File: config.mk
export PLATFORM = sky130hd
export DESIGN_NAME = dma_seq_chan
export DESIGN_NICKNAME = d
export VERILOG_FILES = /design/src/rtl/dma_seq_pkg.sv /design/src/rtl/dma_req_sel.sv /design/src/rtl/dma_addr_step.sv /design/src/rtl/dma_seq_chan.sv
export SDC_FILE = /design/constraint.sdc
export NUM_CORES = 1
export LEC_CHECK = 0
export ABC_AREA = 1
export CORE_ASPECT_RATIO = 1.4
export CORE_UTILIZATION = 44
export DETAILED_ROUTE_END_ITERATION = 8
export GPL_ROUTABILITY_DRIVEN = 0
export PLACE_DENSITY = 0.8
export SLEW_MARGIN = 20
export SYNTH_ARGS = -nofsm -noshare
export SYNTH_HDL_FRONTEND = slang
export SYNTH_SLANG_ARGS = --single-unit
File: constraint.sdc
create_clock -name clk -period 7.15 [get_ports clk]
set_clock_uncertainty 0.15 [all_clocks]
set_input_delay 1.0725 -clock clk [delete_from_list [all_inputs] [get_ports clk]]
set_output_delay 1.0725 -clock clk [all_outputs]
set_load 0.005 [all_outputs]
File: src/rtl/dma_seq_pkg.sv
package dma_seq_pkg;
  typedef enum logic [2:0] {
    ST_IDLE, ST_WAIT, ST_ARB, ST_RD, ST_WR, ST_FIN, ST_END
  } dma_state_e;

  localparam logic [1:0] MODE_BURST  = 2'b01;
  localparam logic [1:0] MODE_DEMAND = 2'b10;

  localparam logic [1:0] STAT_IDLE  = 2'b00;
  localparam logic [1:0] STAT_ARMED = 2'b01;
  localparam logic [1:0] STAT_BUSY  = 2'b10;
  localparam logic [1:0] STAT_DONE  = 2'b11;

  localparam int SEL_W = 5;
  localparam logic [SEL_W-1:0] SEL_PIN_HI = 5'b01110;
  localparam logic [SEL_W-1:0] SEL_PIN_LO = 5'b01111;

  function automatic logic [2:0] unit_bytes(input logic [1:0] sz);
    case (sz)
      2'b00:   return 3'd1;
      2'b01:   return 3'd2;
      default: return 3'd4;
    endcase
  endfunction
endpackage

File: src/rtl/dma_req_sel.sv
module dma_req_sel
  import dma_seq_pkg::*;
#(
  parameter int NP = 8
) (
  input  logic [SEL_W-1:0] sel,
  input  logic             dreq,
  input  logic [NP-1:0]    preq,
  output logic             req_act,
  output logic [NP-1:0]    clr_mask
);
  for (genvar g = 0; g < NP; g++) begin : g_mask
    assign clr_mask[g] = (sel == SEL_W'(g));
  end

  always_comb begin
    if (sel == SEL_PIN_HI)      req_act = dreq;
    else if (sel == SEL_PIN_LO) req_act = ~dreq;
    else                        req_act = |(preq & clr_mask);
  end
endmodule

File: src/rtl/dma_addr_step.sv
module dma_addr_step
  import dma_seq_pkg::*;
#(
  parameter int AW = 32
) (
  input  logic [AW-1:0] addr,
  input  logic [1:0]    ctl,
  input  logic [1:0]    size,
  output logic [AW-1:0] nxt
);
  logic [AW-1:0] step;
  assign step = AW'(unit_bytes(size));

  always_comb begin
    case (ctl)
      2'b00:   nxt = addr + step;
      2'b01:   nxt = addr - step;
      default: nxt = addr;
    endcase
  end
endmodule

File: src/rtl/dma_seq_chan.sv
module dma_seq_chan
  import dma_seq_pkg::*;
#(
  parameter int AW    = 32,
  parameter int DW    = 32,
  parameter int CW    = 16,
  parameter int BLK_W = 4,
  parameter int NP    = 8
) (
  input  logic             clk,
  input  logic             rst,
  input  logic             start,
  input  logic [1:0]       cfg_mode,
  input  logic [1:0]       cfg_size,
  input  logic [BLK_W-1:0] cfg_blk,
  input  logic [CW-1:0]    cfg_count,
  input  logic [4:0]       cfg_sel,
  input  logic [1:0]       cfg_src_ctl,
  input  logic [1:0]       cfg_dst_ctl,
  input  logic             cfg_reload,
  input  logic [AW-1:0]    cfg_src,
  input  logic [AW-1:0]    cfg_dst,
  input  logic             dreq,
  input  logic [NP-1:0]    periph_req,
  input  logic             bus_gnt,
  input  logic [DW-1:0]    bus_rdata,
  output logic             bus_req,
  output logic             bus_rd,
  output logic             bus_wr,
  output logic [AW-1:0]    bus_addr,
  output logic [DW-1:0]    bus_wdata,
  output logic [NP-1:0]    periph_clr,
  output logic [1:0]       stat,
  output logic [CW-1:0]    cur_count,
  output logic [AW-1:0]    cur_src,
  output logic [AW-1:0]    cur_dst
);
  localparam int BLW = BLK_W + 1;

  dma_state_e       state;
  logic [1:0]       mode_q, size_q, sctl_q, dctl_q, stat_q;
  logic [4:0]       sel_q;
  logic             reload_q;
  logic [BLW-1:0]   blk_len_q, left_q;
  logic [CW-1:0]    cnt_q, sh_cnt;
  logic [AW-1:0]    src_q, dst_q, sh_src, sh_dst, src_nxt, dst_nxt;
  logic [DW-1:0]    data_q;
  logic [NP-1:0]    clr_q, clr_mask;
  logic             req_act, mode_ok;
  logic [BLW-1:0]   blk_load;

  dma_req_sel #(.NP(NP)) u_req (
    .sel(sel_q), .dreq(dreq), .preq(periph_req),
    .req_act(req_act), .clr_mask(clr_mask)
  );

  dma_addr_step #(.AW(AW)) u_src_step (
    .addr(src_q), .ctl(sctl_q), .size(size_q), .nxt(src_nxt)
  );

  dma_addr_step #(.AW(AW)) u_dst_step (
    .addr(dst_q), .ctl(dctl_q), .size(size_q), .nxt(dst_nxt)
  );

  assign mode_ok  = (cfg_mode == MODE_BURST) || (cfg_mode == MODE_DEMAND);
  assign blk_load = (cfg_mode == MODE_DEMAND) ? BLW'(1) :
                    (cfg_blk == '0) ? {1'b1, {BLK_W{1'b0}}} : {1'b0, cfg_blk};

  always_ff @(posedge clk) begin
    if (rst) begin
      state     <= ST_IDLE;
      stat_q    <= STAT_IDLE;
      clr_q     <= '0;
      mode_q    <= '0;
      size_q    <= '0;
      sctl_q    <= '0;
      dctl_q    <= '0;
      sel_q     <= '0;
      reload_q  <= 1'b0;
      blk_len_q <= '0;
      left_q    <= '0;
      cnt_q     <= '0;
      sh_cnt    <= '0;
      src_q     <= '0;
      dst_q     <= '0;
      sh_src    <= '0;
      sh_dst    <= '0;
      data_q    <= '0;
    end else begin
      clr_q <= '0;
      case (state)
        ST_IDLE, ST_END: begin
          if (start && mode_ok) begin
            mode_q    <= cfg_mode;
            size_q    <= cfg_size;
            sctl_q    <= cfg_src_ctl;
            dctl_q    <= cfg_dst_ctl;
            sel_q     <= cfg_sel;
            reload_q  <= cfg_reload;
            blk_len_q <= blk_load;
            left_q    <= blk_load;
            cnt_q     <= cfg_count;
            sh_cnt    <= cfg_count;
            src_q     <= cfg_src;
            dst_q     <= cfg_dst;
            sh_src    <= cfg_src;
            sh_dst    <= cfg_dst;
            if (cfg_count == '0) begin
              state  <= ST_END;
              stat_q <= STAT_DONE;
            end else begin
              state  <= ST_WAIT;
              stat_q <= STAT_ARMED;
            end
          end
        end
        ST_WAIT: begin
          if (req_act) begin
            state  <= ST_ARB;
            stat_q <= STAT_BUSY;
          end
        end
        ST_ARB: if (bus_gnt) state <= ST_RD;
        ST_RD: begin
          data_q <= bus_rdata;
          state  <= ST_WR;
        end
        ST_WR: begin
          src_q <= src_nxt;
          dst_q <= dst_nxt;
          if (left_q == BLW'(1)) begin
            cnt_q  <= cnt_q - CW'(1);
            left_q <= blk_len_q;
            if (cnt_q == CW'(1)) begin
              state  <= ST_FIN;
              stat_q <= STAT_DONE;
              clr_q  <= clr_mask;
            end else if (mode_q == MODE_BURST || req_act) begin
              state <= ST_RD;
            end else begin
              state <= ST_WAIT;
            end
          end else begin
            left_q <= left_q - BLW'(1);
            state  <= ST_RD;
          end
        end
        ST_FIN: begin
          if (reload_q) begin
            cnt_q  <= sh_cnt;
            src_q  <= sh_src;
            dst_q  <= sh_dst;
            left_q <= blk_len_q;
            state  <= ST_WAIT;
          end else begin
            state <= ST_END;
          end
        end
        default: state <= ST_IDLE;
      endcase
    end
  end

  assign bus_req    = (state == ST_ARB) || (state == ST_RD) || (state == ST_WR);
  assign bus_rd     = (state == ST_RD);
  assign bus_wr     = (state == ST_WR);
  assign bus_addr   = (state == ST_RD) ? src_q : dst_q;
  assign bus_wdata  = data_q;
  assign periph_clr = clr_q;
  assign stat       = stat_q;
  assign cur_count  = cnt_q;
  assign cur_src    = src_q;
  assign cur_dst    = dst_q;
endmodule

### Yosys cells after proc, flatten, opt, wreduce, memory -nomap -nowiden

Index checks and enable logic that the tools add are counted.

* output and inout bits: 157
* input port bits: 143
* logic and storage cells: 121
* register bits: 229

* bitwise logic cells: 5
* add/sub/neg operators: 6
* muxes and demuxes: 37
* eq/ne operators: 31
* reductions and logical operators: 24

Operator list (number)
* $pmux W32 S3: 2
* $mux W32: 5
* $pmux W32 S2: 2
* $add A32 B3 Y32: 2
* $sub A32 B3 Y32: 2
* $mux W16: 3
* $pmux W16 S3: 1
* $mux W5: 5
* $mux W3: 7
* $eq A5 B3 Y1 const B: 4
* $pmux W3 S6: 1
* $eq A16 B1 Y1 const B: 1
* $logic_not A16 Y1: 1
* $sub A16 B1 Y16 const B: 1
* $pmux W5 S3: 1
* $mux W2: 6
* $reduce_and A4 Y1: 3
* $eq A2 B1 Y1 const B: 5
* $eq A5 B1 Y1 const B: 2
* $eq A5 B2 Y1 const B: 2
* $eq A5 B4 Y1 const B: 2
* $eq A3 B3 Y1 const B: 3
* $and A8 B8 Y8: 1
* $ne A2 B2 Y1 const B: 4
* 23 further kinds: 37

### Longest topological paths before layout

Gate-level depths: netlist of run 1.

* depth after elaboration: 10
* gate-level depth with buffers: 16

### Modules after synthesis

From an unflattened synthesis of run 1, not the netlist that was laid out.

* cell total of the unflattened synthesis: 2802
* area total of the unflattened synthesis: 16149.2 um^2

Modules (own cells, without submodules)
* dma_seq_chan: instances 1, area an instance 10427.5 um^2, cells an instance 1571
* dma_addr_step at u_dst_step: instances 1, area an instance 2766.4 um^2, cells an instance 594
* dma_addr_step at u_src_step: instances 1, area an instance 2757.6 um^2, cells an instance 592
* dma_req_sel: instances 1, area an instance 197.7 um^2, cells an instance 45

### Worst setup path after synthesis of run 1

Ideal clock, no wire load.

* path type: input-to-reg
* start point: in cfg_mode[0]
* end point: reg cnt_q[11] (netlist: cur_count[11])
* buffers on the path: 2
* arrival: 2356 ps
* setup slack: 4535 ps
* stages on the path: 10
* cell sequence: inv_1 -> ha_1 -> o21ai_2 -> o21ai_2 -> nor3_4 -> buf_6 -> buf_6 -> o2111ai_1 -> nand2_1 -> inv_1

* cells in the longest elaborated chain, start to end: 5

RTL lines
* from (decl): RTL line dma_seq_chan.sv:13 `input logic [1:0] cfg_mode,`
* $eq A2 B1 Y1 or $eq A2 B2 Y1 (tied branches): RTL line dma_seq_chan.sv:65 `assign mode_ok = (cfg_mode == MODE_BURST) || (cfg_mode == MODE_DEMAND);`
* $logic_or A1 B1 Y1 *: RTL line dma_seq_chan.sv:65
* $logic_and A1 B1 Y1 *: RTL line dma_seq_chan.sv:93 `if (start && mode_ok) begin`
* $ne A2 B2 Y1 (no line) *
* $reduce_and A4 Y1 (no line) *
* to (signal assigned): RTL line dma_seq_chan.sv:102 `cnt_q <= cfg_count;`
* to (signal assigned): RTL line dma_seq_chan.sv:132 `cnt_q <= cnt_q - CW'(1);`
* to (signal assigned): RTL line dma_seq_chan.sv:150 `cnt_q <= sh_cnt;`
* to (decl): RTL line dma_seq_chan.sv:45 `logic [CW-1:0] cnt_q, sh_cnt;`

Every way passes the cells marked *; elsewhere a longest branch is shown, timed or not.
A chain may end at the register's enable or synchronous reset.

### Worst setup path in the final report of run 1

* start point: reg state[2]
* end point: out bus_addr[7]

* cells in the longest elaborated chain, start to end: 2

RTL lines
* from (decl): RTL line dma_seq_chan.sv:40 `dma_state_e state;`
* from (signal assigned): RTL line dma_seq_chan.sv:71 `state <= ST_IDLE;`
* from (signal assigned): RTL line dma_seq_chan.sv:109 `state <= ST_END;`
* from (signal assigned): RTL line dma_seq_chan.sv:112 `state <= ST_WAIT;`
* $eq A3 B2 Y1: RTL line dma_seq_chan.sv:167 `assign bus_addr = (state == ST_RD) ? src_q : dst_q;`
* $mux W32: RTL line dma_seq_chan.sv:167
* to (decl): RTL line dma_seq_chan.sv:30 `output logic [AW-1:0] bus_addr,`

Every way passes these cells.

==> results_dict.tcl, run 1 <==
set metrics [dict create \
    outcome "complete, no violations" \
    synth_seq_cells 229 \
    synth_compound_area_share_pct 21.19 \
    portBuffers 299 \
    stdcell_area_sq_um 18370 \
    clk_pin_slew_ns 0.06 \
    wl_per_cell_um 16.74 \
    drive_above_1_share_pct 3.711 \
    timing.critical_path.buf_inv 4 \
    tightest_slew_ns 1.100 \
    end_kind "primary output" \
    hpwl_um 35990 \
    synth_fa_ha_area_share_pct 6.114 \
    antenna_found_initial 1 \
    postLayoutCoreUtil_pct 57.59 \
    cts_buffer_depth 3 \
    cts_buffers 24 \
    powerDensity_nw_per_um2 356.4 \
    post_cts_buffers 0 \
    hold_depth 2 \
    min_period_ns 4.515 \
    vias_per_cell 5.541 \
    ys_warn_count 0 \
    crit_family "buffers and inverters" \
    yosysMostFrequentCell "nand2_1" \
    yosysTopAreaCell "dfxtp_1" \
    fin_tns_setup_ns 0 \
    synth_cells 2281 \
    hp-class "flop to flop" \
    placed_cell_area_sq_um 17550 \
    drtIter0Drc 1258 \
    rsz0062_at_grt "no" \
    critPathKind "flop to primary output" \
    preCtsSetupSlack_ns 2.944 \
    cp_data_arrival_time_ns 3.29 \
    die_area_sq_um 33380 \
    ys_seq_area_share_pct 31.91 \
    cts_tree "done" \
    fin_nets 2729 \
    required_ns 5.93 \
    pin_count 300 \
    fin_ws_ns 2.635 \
    grt_util_all_layers_pct 29.05 \
    critPathMaxFanout 69 \
    yosys.area_share.simple_pct 33.14 \
    hold_viol_final 0 \
    worstPathCellList "nor2_4, buf_4, inv_2, buf_4, nand2_1, nand2_1, clkdlybuf4s50_1" \
    reg2reg_slack_ns 3.86 \
    rows 77 \
    synth.area.top_cells "dfxtp_1 32%, nand2_1 14%, nor2_1 10%" \
    ctsResizeCount 0 \
    clock_sinks 229 \
    p_leak_nw 7.988 \
    drcViolationCount 0 \
    wirelength_um 49690 \
    start_kind "flop" \
    area_delta_synth_final_pct 27.85 \
    vias 16447 \
    htreeDepth 1 \
    antenna_left 0 \
    setup_viol 0 \
    drv_slew 0 \
    fin_crit_sh_pct 63.14 \
    cp_slowest_cell "dfxtp_1" \
    cp.depth 7 \
    synth-xor-area-share_pct 0.2439 \
    r2r_cells 9 \
    synth_async_sr_flop_share_pct 0 \
    grt_max_degree 110 \
    postSynthAreaPerCell_sq_um 6.298 \
    max_freq_ghz 0.2215 \
    grt_pass1_wl_um 78500 \
    max_cap_viol_count 0 \
    synth_top_area_share_pct 31.91 \
    relSlewSlack_pct 25.99 \
    synth.cell_area_sq_um 14370 \
    cts_root_buf "clkbuf_16" \
    grt_overflow_total 0 \
    synth_top_family_by_area "simple AND/OR/NAND/NOR gates" \
    clock_latency_ns 0.54 \
    muxShareOfSynthArea_pct 0 \
    initial_utilization_pct 45.05 \
    grt_pass1_vias 15674 \
    synth_cell_types 50 \
    ys_top_cells_by_count "547 x nand2_1, 391 x nor2_1, 273 x o21ai_0" \
    coreArea_sq_um 31890 \
    die-height_um 215.8 \
    slowest_delay_ns 0.58 \
    vdd_ir_drop_max_uv 244.6 \
    syn-num-nets 2493 \
    synth-edff-count 0 \
    cts_hold_buf 0 \
    firstDrtPassIters 8 \
    synth_ff_type "dfxtp_1" \
    die_w_um 154.7 \
]
[worst min-delay path, stage by stage, from the launching register on]
cell,delay (ns)
dfxtp_1,0.30
inv_1,0.06
a21oi_1,0.05
[flip-flops by register name, summed over array words and instances, names as in the netlist, 8 cells and up]
signal,count
bus_wdata,32
cur_count,16
cur_src,32
sh_dst,32
sh_src,32
cur_dst,32
sh_cnt,16
periph_clr,8
[metal layers]
layer / vias to the layer above / global-route usage (%) / share of wire, %
met1: 7441 / 33.82 / 38
met5: - / 0 / 0
met4: 0 / 15.18 / 5.0
li1: 8071 / - / -
met3: 159 / 5.382 / 8.5
met2: 776 / 50.38 / 48
[logic make-up (layout without fill, tap and decap cells)]
family	count (synthesis)	in the layout
AOI/OAI and AO/OA	560	560
buffers and inverters	264	516
and+or+nand+nor	1155	1155
DFF	229	229
adders and majority gates	69	69
xor gates and xnor gates	4	4
other	0	1
[cell type report]
type / instances / area, sq um
timing repair buffer: 310 / 3075
sequential: 229 / 4584
clock inverter: 10 / 112.6
antenna: 1 / 2.502
fill: 3027 / 13520
clock buffer: 32 / 701.9
multi-input combinational: 1788 / 8728
tap: 434 / 543.0
inverter: 164 / 618.1
[power by group]
group	switching, W	internal, W	total (W)
Clock	0.000541	0.000761	0.00130
Sequential	0.000482	0.00165	0.00213
Combinational	0.00175	0.00136	0.00311
[cells in the final DEF (no fill, tap or decap), types with 6 or more instances in the layout]
cell and count:
nand3_1 119, inv_2 8, o21ai_1 18, dfxtp_1 229
ha_1 67, o21a_1 8, nor4_1 7, nand3b_1 11
o211ai_1 6, nand2_1 546, clkdlybuf4s50_1 299, o21ai_0 273
a41oi_1 14, buf_4 11, or2_2 17, a22o_1 7
inv_1 154, a21oi_1 192, nor3_1 18, nand4_1 30
o21bai_1 6, clkbuf_16 25, nor2_1 390
[stage by stage]
step           power, W  std cells  hold slack, ns
2_1_floorplan  0.003835       2281          0.2797
3_3_place_gp   0.005117       2925          0.2917
3_5_place_dp   0.005200       2925          0.3028
4_1_cts        0.006523       2967          0.3119
5_1_grt        0.007000       2968          0.3454
6_report       0.006546       2968          0.3092
[path summary, 6_finish.rpt]
| kind | end | startpoint |
|---|---|---|
| max | bus_addr[7] | state[2] |
| max reg2reg | cur_count[14] | state[2] |
| min | mode_q[1] | mode_q[1] |
| min reg2reg | mode_q[1] | mode_q[1] |
No activity file was read; power rests on OpenSTA's default activity.
==> inputs of run 2 (changes only) <==
--- a/config.mk
+++ b/config.mk
@@ -10,7 +10,7 @@
 export CORE_UTILIZATION = 44
 export DETAILED_ROUTE_END_ITERATION = 8
 export GPL_ROUTABILITY_DRIVEN = 0
-export PLACE_DENSITY = 0.8
+export PLACE_DENSITY = 0.83
 export SLEW_MARGIN = 20
 export SYNTH_ARGS = -nofsm -noshare
 export SYNTH_HDL_FRONTEND = slang
==> constraint.sdc (replaced) <==
create_clock -name clk -period 3.9 [get_ports clk]
set_clock_uncertainty 0.15 [all_clocks]
set_input_delay 0.585 -clock clk [delete_from_list [all_inputs] [get_ports clk]]
set_output_delay 0.585 -clock clk [all_outputs]
set_load 0.005 [all_outputs]
==> run 2 against run 1 <==
Setup slack worse by 2.2 ns. Global-route usage up 0.33 points. Largest power group unchanged. Sequential share of layout area about the same. Count of clock-buffer cells in the layout down 1. Critical path type unchanged. Highest routed layer is now met5. Via count up 1.6%. First-iteration DRC count up 2.2%. Combinational power up 86%. Wire length up 0.68%. The flow now finishes with violations (DRC).
==> results_dict.tcl, run 2 (synthesis gave the netlist of run 1 again) <==
set metrics [dict create \
    holdCritStartpoint "mode_q[1]" \
    grt_util_all_layers_pct 29.39 \
    drv_slew 0 \
    grt_max_degree 104 \
    die-height_um 215.8 \
    fin_tns_setup_ns 0 \
    placed_cell_area_sq_um 17630 \
    max_cap_viol_count 0 \
    max_freq_ghz 0.2848 \
    antenna_left 0 \
    critPathKind "flop to primary output" \
    r2r_cells 15 \
    end_kind "primary output" \
    cts_buffer_depth 3 \
    wl_per_cell_um 16.84 \
    fin_crit_sh_pct 90.05 \
    r2r-start "sctl_q[1]" \
    cp_data_arrival_time_ns 2.78 \
    die_area_sq_um 33380 \
    vias 16715 \
    initial_utilization_pct 45.05 \
    coreArea_sq_um 31890 \
    portBuffers 299 \
    reg2reg_slack_ns 0.71 \
    clk_pin_slew_ns 0.06 \
    clock_sinks 229 \
    dp_cells 2931 \
    powerDensity_nw_per_um2 652.7 \
    hold_viol_final 0 \
    grt_pass1_wl_um 78980 \
    cts_tree "done" \
    hold_depth 2 \
    final_cells 2971 \
    antenna_found_initial 2 \
    cts_hold_buf 0 \
    pin_count 300 \
    drcViolationCount 1 \
    area_delta_synth_final_pct 28.07 \
    final_common_cell "nand2_1" \
    hpwl_um 37040 \
    grt_overflow_total 0 \
    rsz0062_at_grt "no" \
    cts_root_buf "clkbuf_16" \
    setup_viol 0 \
    layout.cells.most_common_list "546 x nand2_1, 390 x nor2_1, 299 x clkdlybuf4s50_1" \
    drtIter0Drc 1286 \
    whs_endpoint "mode_q[1]" \
    outcome "complete, but fails checks" \
    cts_buffers 23 \
    die_w_um 154.7 \
    wirelength_um 50030 \
    hp-class "flop to flop" \
    reg2reg_to "cur_src[31]" \
    htreeDepth 1 \
    startpoint "state[1]" \
    fin_nets 2734 \
    firstDrtPassIters 8 \
    drive_above_1_share_pct 3.746 \
    vias_per_cell 5.626 \
    post_cts_buffers 0 \
    start_kind "flop" \
    grt_pass1_vias 15681 \
    relSlewSlack_pct 32.99 \
    tightest_slew_ns 1.005 \
    p_leak_nw 8.006 \
    rows 77 \
    clock_latency_ns 0.54 \
    ctsResizeCount 0 \
    stdcell_area_sq_um 18400 \
    violations "DRC" \
    critPathMaxFanout 68 \
    vdd_ir_drop_max_uv 511.1 \
    required_ns 3.16 \
    min_period_ns 3.512 \
]
==> run 2: metrics by stage <==
stage                     util (%)  hold WS, ns  setup slack (ns)  power (W)
after global routing         57.69       0.3359            0.2862    0.01284
after CTS                    57.68       0.3125            0.4152    0.01195
after global placement       55.29       0.2908            0.9016   0.009435
final                        57.69       0.3193            0.3882    0.01201
after floorplan                  -       0.2797             1.369   0.007030
after detailed placement     55.29       0.3033            0.8128   0.009596
==> run 2: layer usage <==
layer | vias up | GRT usage, % | share of wire [%]
met3 | 182 | 4.498 | 7.9
met5 | - | 0 | 0.028
met1 | 7618 | 34.29 | 38
met4 | 2 | 16.67 | 5.5
met2 | 812 | 50.98 | 49
li1 | 8101 | - | -
==> run 2: cell type report <==
cell class	instances	area (sq um)
Inverter	164	618.1
Clock buffer	31	645.6
Antenna cell	1	2.502
Timing Repair Buffer	316	3158
Clock inverter	8	117.6
Multi-Input combinational cell	1788	8728
Fill cell	3034	13490
Sequential cell	229	4584
Tap cell	434	543.0
==> run 2: where the power goes <==
part           internal (W)  switching, W
Clock               0.00135      0.000963
Combinational       0.00253       0.00325
Sequential          0.00302      0.000892
==> run 2: worst max path at each step <==
stage,end,cells past startpoint
2_1_floorplan,cur_dst[8],11
3_3_place_gp,cur_dst[6],10
3_5_place_dp,cur_dst[17],10
4_1_cts,bus_addr[11],6
5_1_grt,bus_addr[31],6
6_report,bus_addr[11],6
==> run 2: critical path, stage by stage, from the launching register on <==
cell and delay [ns]:
dfxtp_1 0.43, nand2_1 0.16, nor2_4 0.12, buf_4 0.53, nand2_1 0.22, nand2_1 0.22, clkdlybuf4s50_1 0.53
==> inputs of run 3 (changes only) <==
--- a/config.mk
+++ b/config.mk
@@ -7,6 +7,7 @@
 export LEC_CHECK = 0
 export ABC_AREA = 1
 export CORE_ASPECT_RATIO = 1.4
+export CORE_MARGIN = 10
 export CORE_UTILIZATION = 44
 export DETAILED_ROUTE_END_ITERATION = 8
 export GPL_ROUTABILITY_DRIVEN = 0
==> run 3 against run 2 <==
Non-clock buffer count did not move. Worst hold slack got worse by 0.0060 ns. Count of clock-buffer cells in the layout increased by 8. Sequential cell count unchanged. Final area barely moved. Via count is 0.35% lower. Clock power down 3%. The run now ends clean. Setup slack worse by 0.18 ns. Combinational power grew 2%. Die area is 21% higher. Critical endpoint is now bus_addr[9]. Cell count increased by 0.37%. Critical path depth stayed put.
==> results_dict.tcl, run 3 (synthesis gave the netlist of run 1 again) <==
set metrics [dict create \
    antenna_left 0 \
    r2r-start "sctl_q[1]" \
    clk_pin_slew_ns 0.06 \
    drive_above_1_share_pct 3.742 \
    min_period_ns 3.691 \
    cts_root_buf "clkbuf_16" \
    reg2reg_slack_ns 0.76 \
    drtIter0Drc 1207 \
    cts_tree "done" \
    post_cts_buffers 0 \
    hp-class "flop to flop" \
    intPower_w 0.006846 \
    clock_sinks 229 \
    fin_crit_sh_pct 94.63 \
    fin_tns_setup_ns 0 \
    die-height_um 233.8 \
    drcViolationCount 0 \
    end_kind "primary output" \
    hpwl_um 39840 \
    p_leak_nw 8.005 \
    setup_viol 0 \
    coreArea_sq_um 32300 \
    layout.cells.most_common_list "546 x nand2_1, 390 x nor2_1, 299 x clkdlybuf4s50_1" \
    cpMostUsedCell "nand2_1" \
    combPwrFrac_pct 48.7 \
    required_ns 3.16 \
    reg2reg_to "cur_src[22]" \
    p_sw_share_pct 43.17 \
    final_common_cell "nand2_1" \
    fin_ws_ns 0.2093 \
    startpoint "state[1]" \
    cp_data_arrival_time_ns 2.96 \
    vdd_ir_drop_max_uv 379.0 \
    rows 78 \
    critPathKind "flop to primary output" \
    critPathMaxFanout 63 \
    wirelength_um 53510 \
    cts_buffers 24 \
    postLayoutCoreUtil_pct 56.97 \
    vias_per_cell 5.586 \
    cts_hold_buf 0 \
    initial_utilization_pct 44.47 \
    max_freq_ghz 0.2710 \
    powerDensity_nw_per_um2 654.6 \
    clockPowerShare_pct 18.7 \
    grt_max_degree 133 \
    ctsResizeCount 0 \
    critPathCapture "bus_addr[9]" \
    wl_per_cell_um 17.94 \
    drv_slew 0 \
    tightest_slew_ns 1.027 \
    vias 16657 \
    preCtsSetupSlack_ns 0.7620 \
    die_area_sq_um 40380 \
    die_w_um 172.7 \
    clock_latency_ns 0.55 \
    start_kind "flop" \
    cts_buffer_depth 3 \
    htreeDepth 1 \
    pin_count 300 \
    stdcell_area_sq_um 18400 \
    antenna_found_initial 2 \
    cp_slowest_cell "clkinv_2" \
    grt_pass1_wl_um 83460 \
    timing.critical_path.buf_inv 2 \
    worstPathCellList "nand2_1, nor2_4, clkinv_2, nand2_1, nand2_1, clkdlybuf4s50_1" \
    firstDrtPassIters 6 \
    hold_viol_final 0 \
    rsz0062_at_grt "no" \
    portBuffers 299 \
    outcome "complete, no violations" \
    slowest_delay_ns 0.73 \
    p_switching_w 0.005201 \
    area_delta_synth_final_pct 28.11 \
    fin_nets 2735 \
    relSlewSlack_pct 31.54 \
    grt_pass1_vias 16110 \
    power.share.sequential_pct 32.6 \
    max_cap_viol_count 0 \
    placed_cell_area_sq_um 17630 \
    cp.depth 6 \
    crit_family "buffers and inverters" \
    grt_overflow_total 0 \
    r2r_cells 14 \
    grt_util_all_layers_pct 24.89 \
]
run 3: cell count changes in the layout (fill, tap and decap cells not counted), sizes merged:
cell,delta
bufinv,-3
clkbuf,+8
clkinvlp,-1
diode,+2
inv,-1
run 3: how the worst min path moves through the flow:
stage / from / to / depth (start not counted)
global route: sh_src[3] / sh_src[3] / 2
global placement: mode_q[1] / mode_q[1] / 2
CTS: mode_q[1] / mode_q[1] / 2
floorplan: mode_q[1] / mode_q[1] / 2
finish: mode_q[1] / mode_q[1] / 2
detailed placement: mode_q[1] / mode_q[1] / 2
run 3: cell type report:
class	instances	area, sq um
antenna	3	7.507
clock buffer	39	737.0
clock inverter	3	30.03
fill	3064	13900
inverter	164	619.3
multi-input combinational	1788	8728
sequential	229	4584
tap	440	550.5
timing repair buffer	316	3146
run 3: worst register-to-register path, delay by kind of cell (launching register included):
family	cells	cell delay [ns]
buffers and inverters	2	0.81
AND/OR/NAND/NOR	8	0.79
AO/OA/AOI/OAI	3	0.68
adder cells (fa/ha/maj)	1	0.36
flip-flops	1	0.30
run 3: power groups by stage:
stage | logic (W) | registers, W | clock network [W]
6_report | 0.00587 | 0.00392 | 0.00226
5_1_grt | 0.00650 | 0.00398 | 0.00238
4_1_cts | 0.00582 | 0.00389 | 0.00230
3_5_place_dp | 0.00577 | 0.00393 | 0
3_3_place_gp | 0.00566 | 0.00392 | 0
2_1_floorplan | 0.00345 | 0.00358 | 0
run 3: layer usage:
layer	share of wire (%)	GRT usage, %	wire length, um	vias up
met5	0.015	0	8	-
met3	7.6	4.604	4085	195
met2	49	44.19	26370	780
li1	-	-	-	8096
met4	5.0	13.07	2690	2
met1	38	28.05	20350	7584
run 3: metrics by stage:
| stage | total power [W] | hold slack [ns] | cells |
|---|---|---|---|
| final | 0.01205 | 0.3133 | 2982 |
| after global routing | 0.01286 | 0.3523 | 2980 |
| after CTS | 0.01202 | 0.3109 | 2979 |
| after detailed placement | 0.009703 | 0.3012 | 2937 |
| after global placement | 0.009577 | 0.2925 | 2937 |
| after floorplan | 0.007030 | 0.2797 | 2281 |
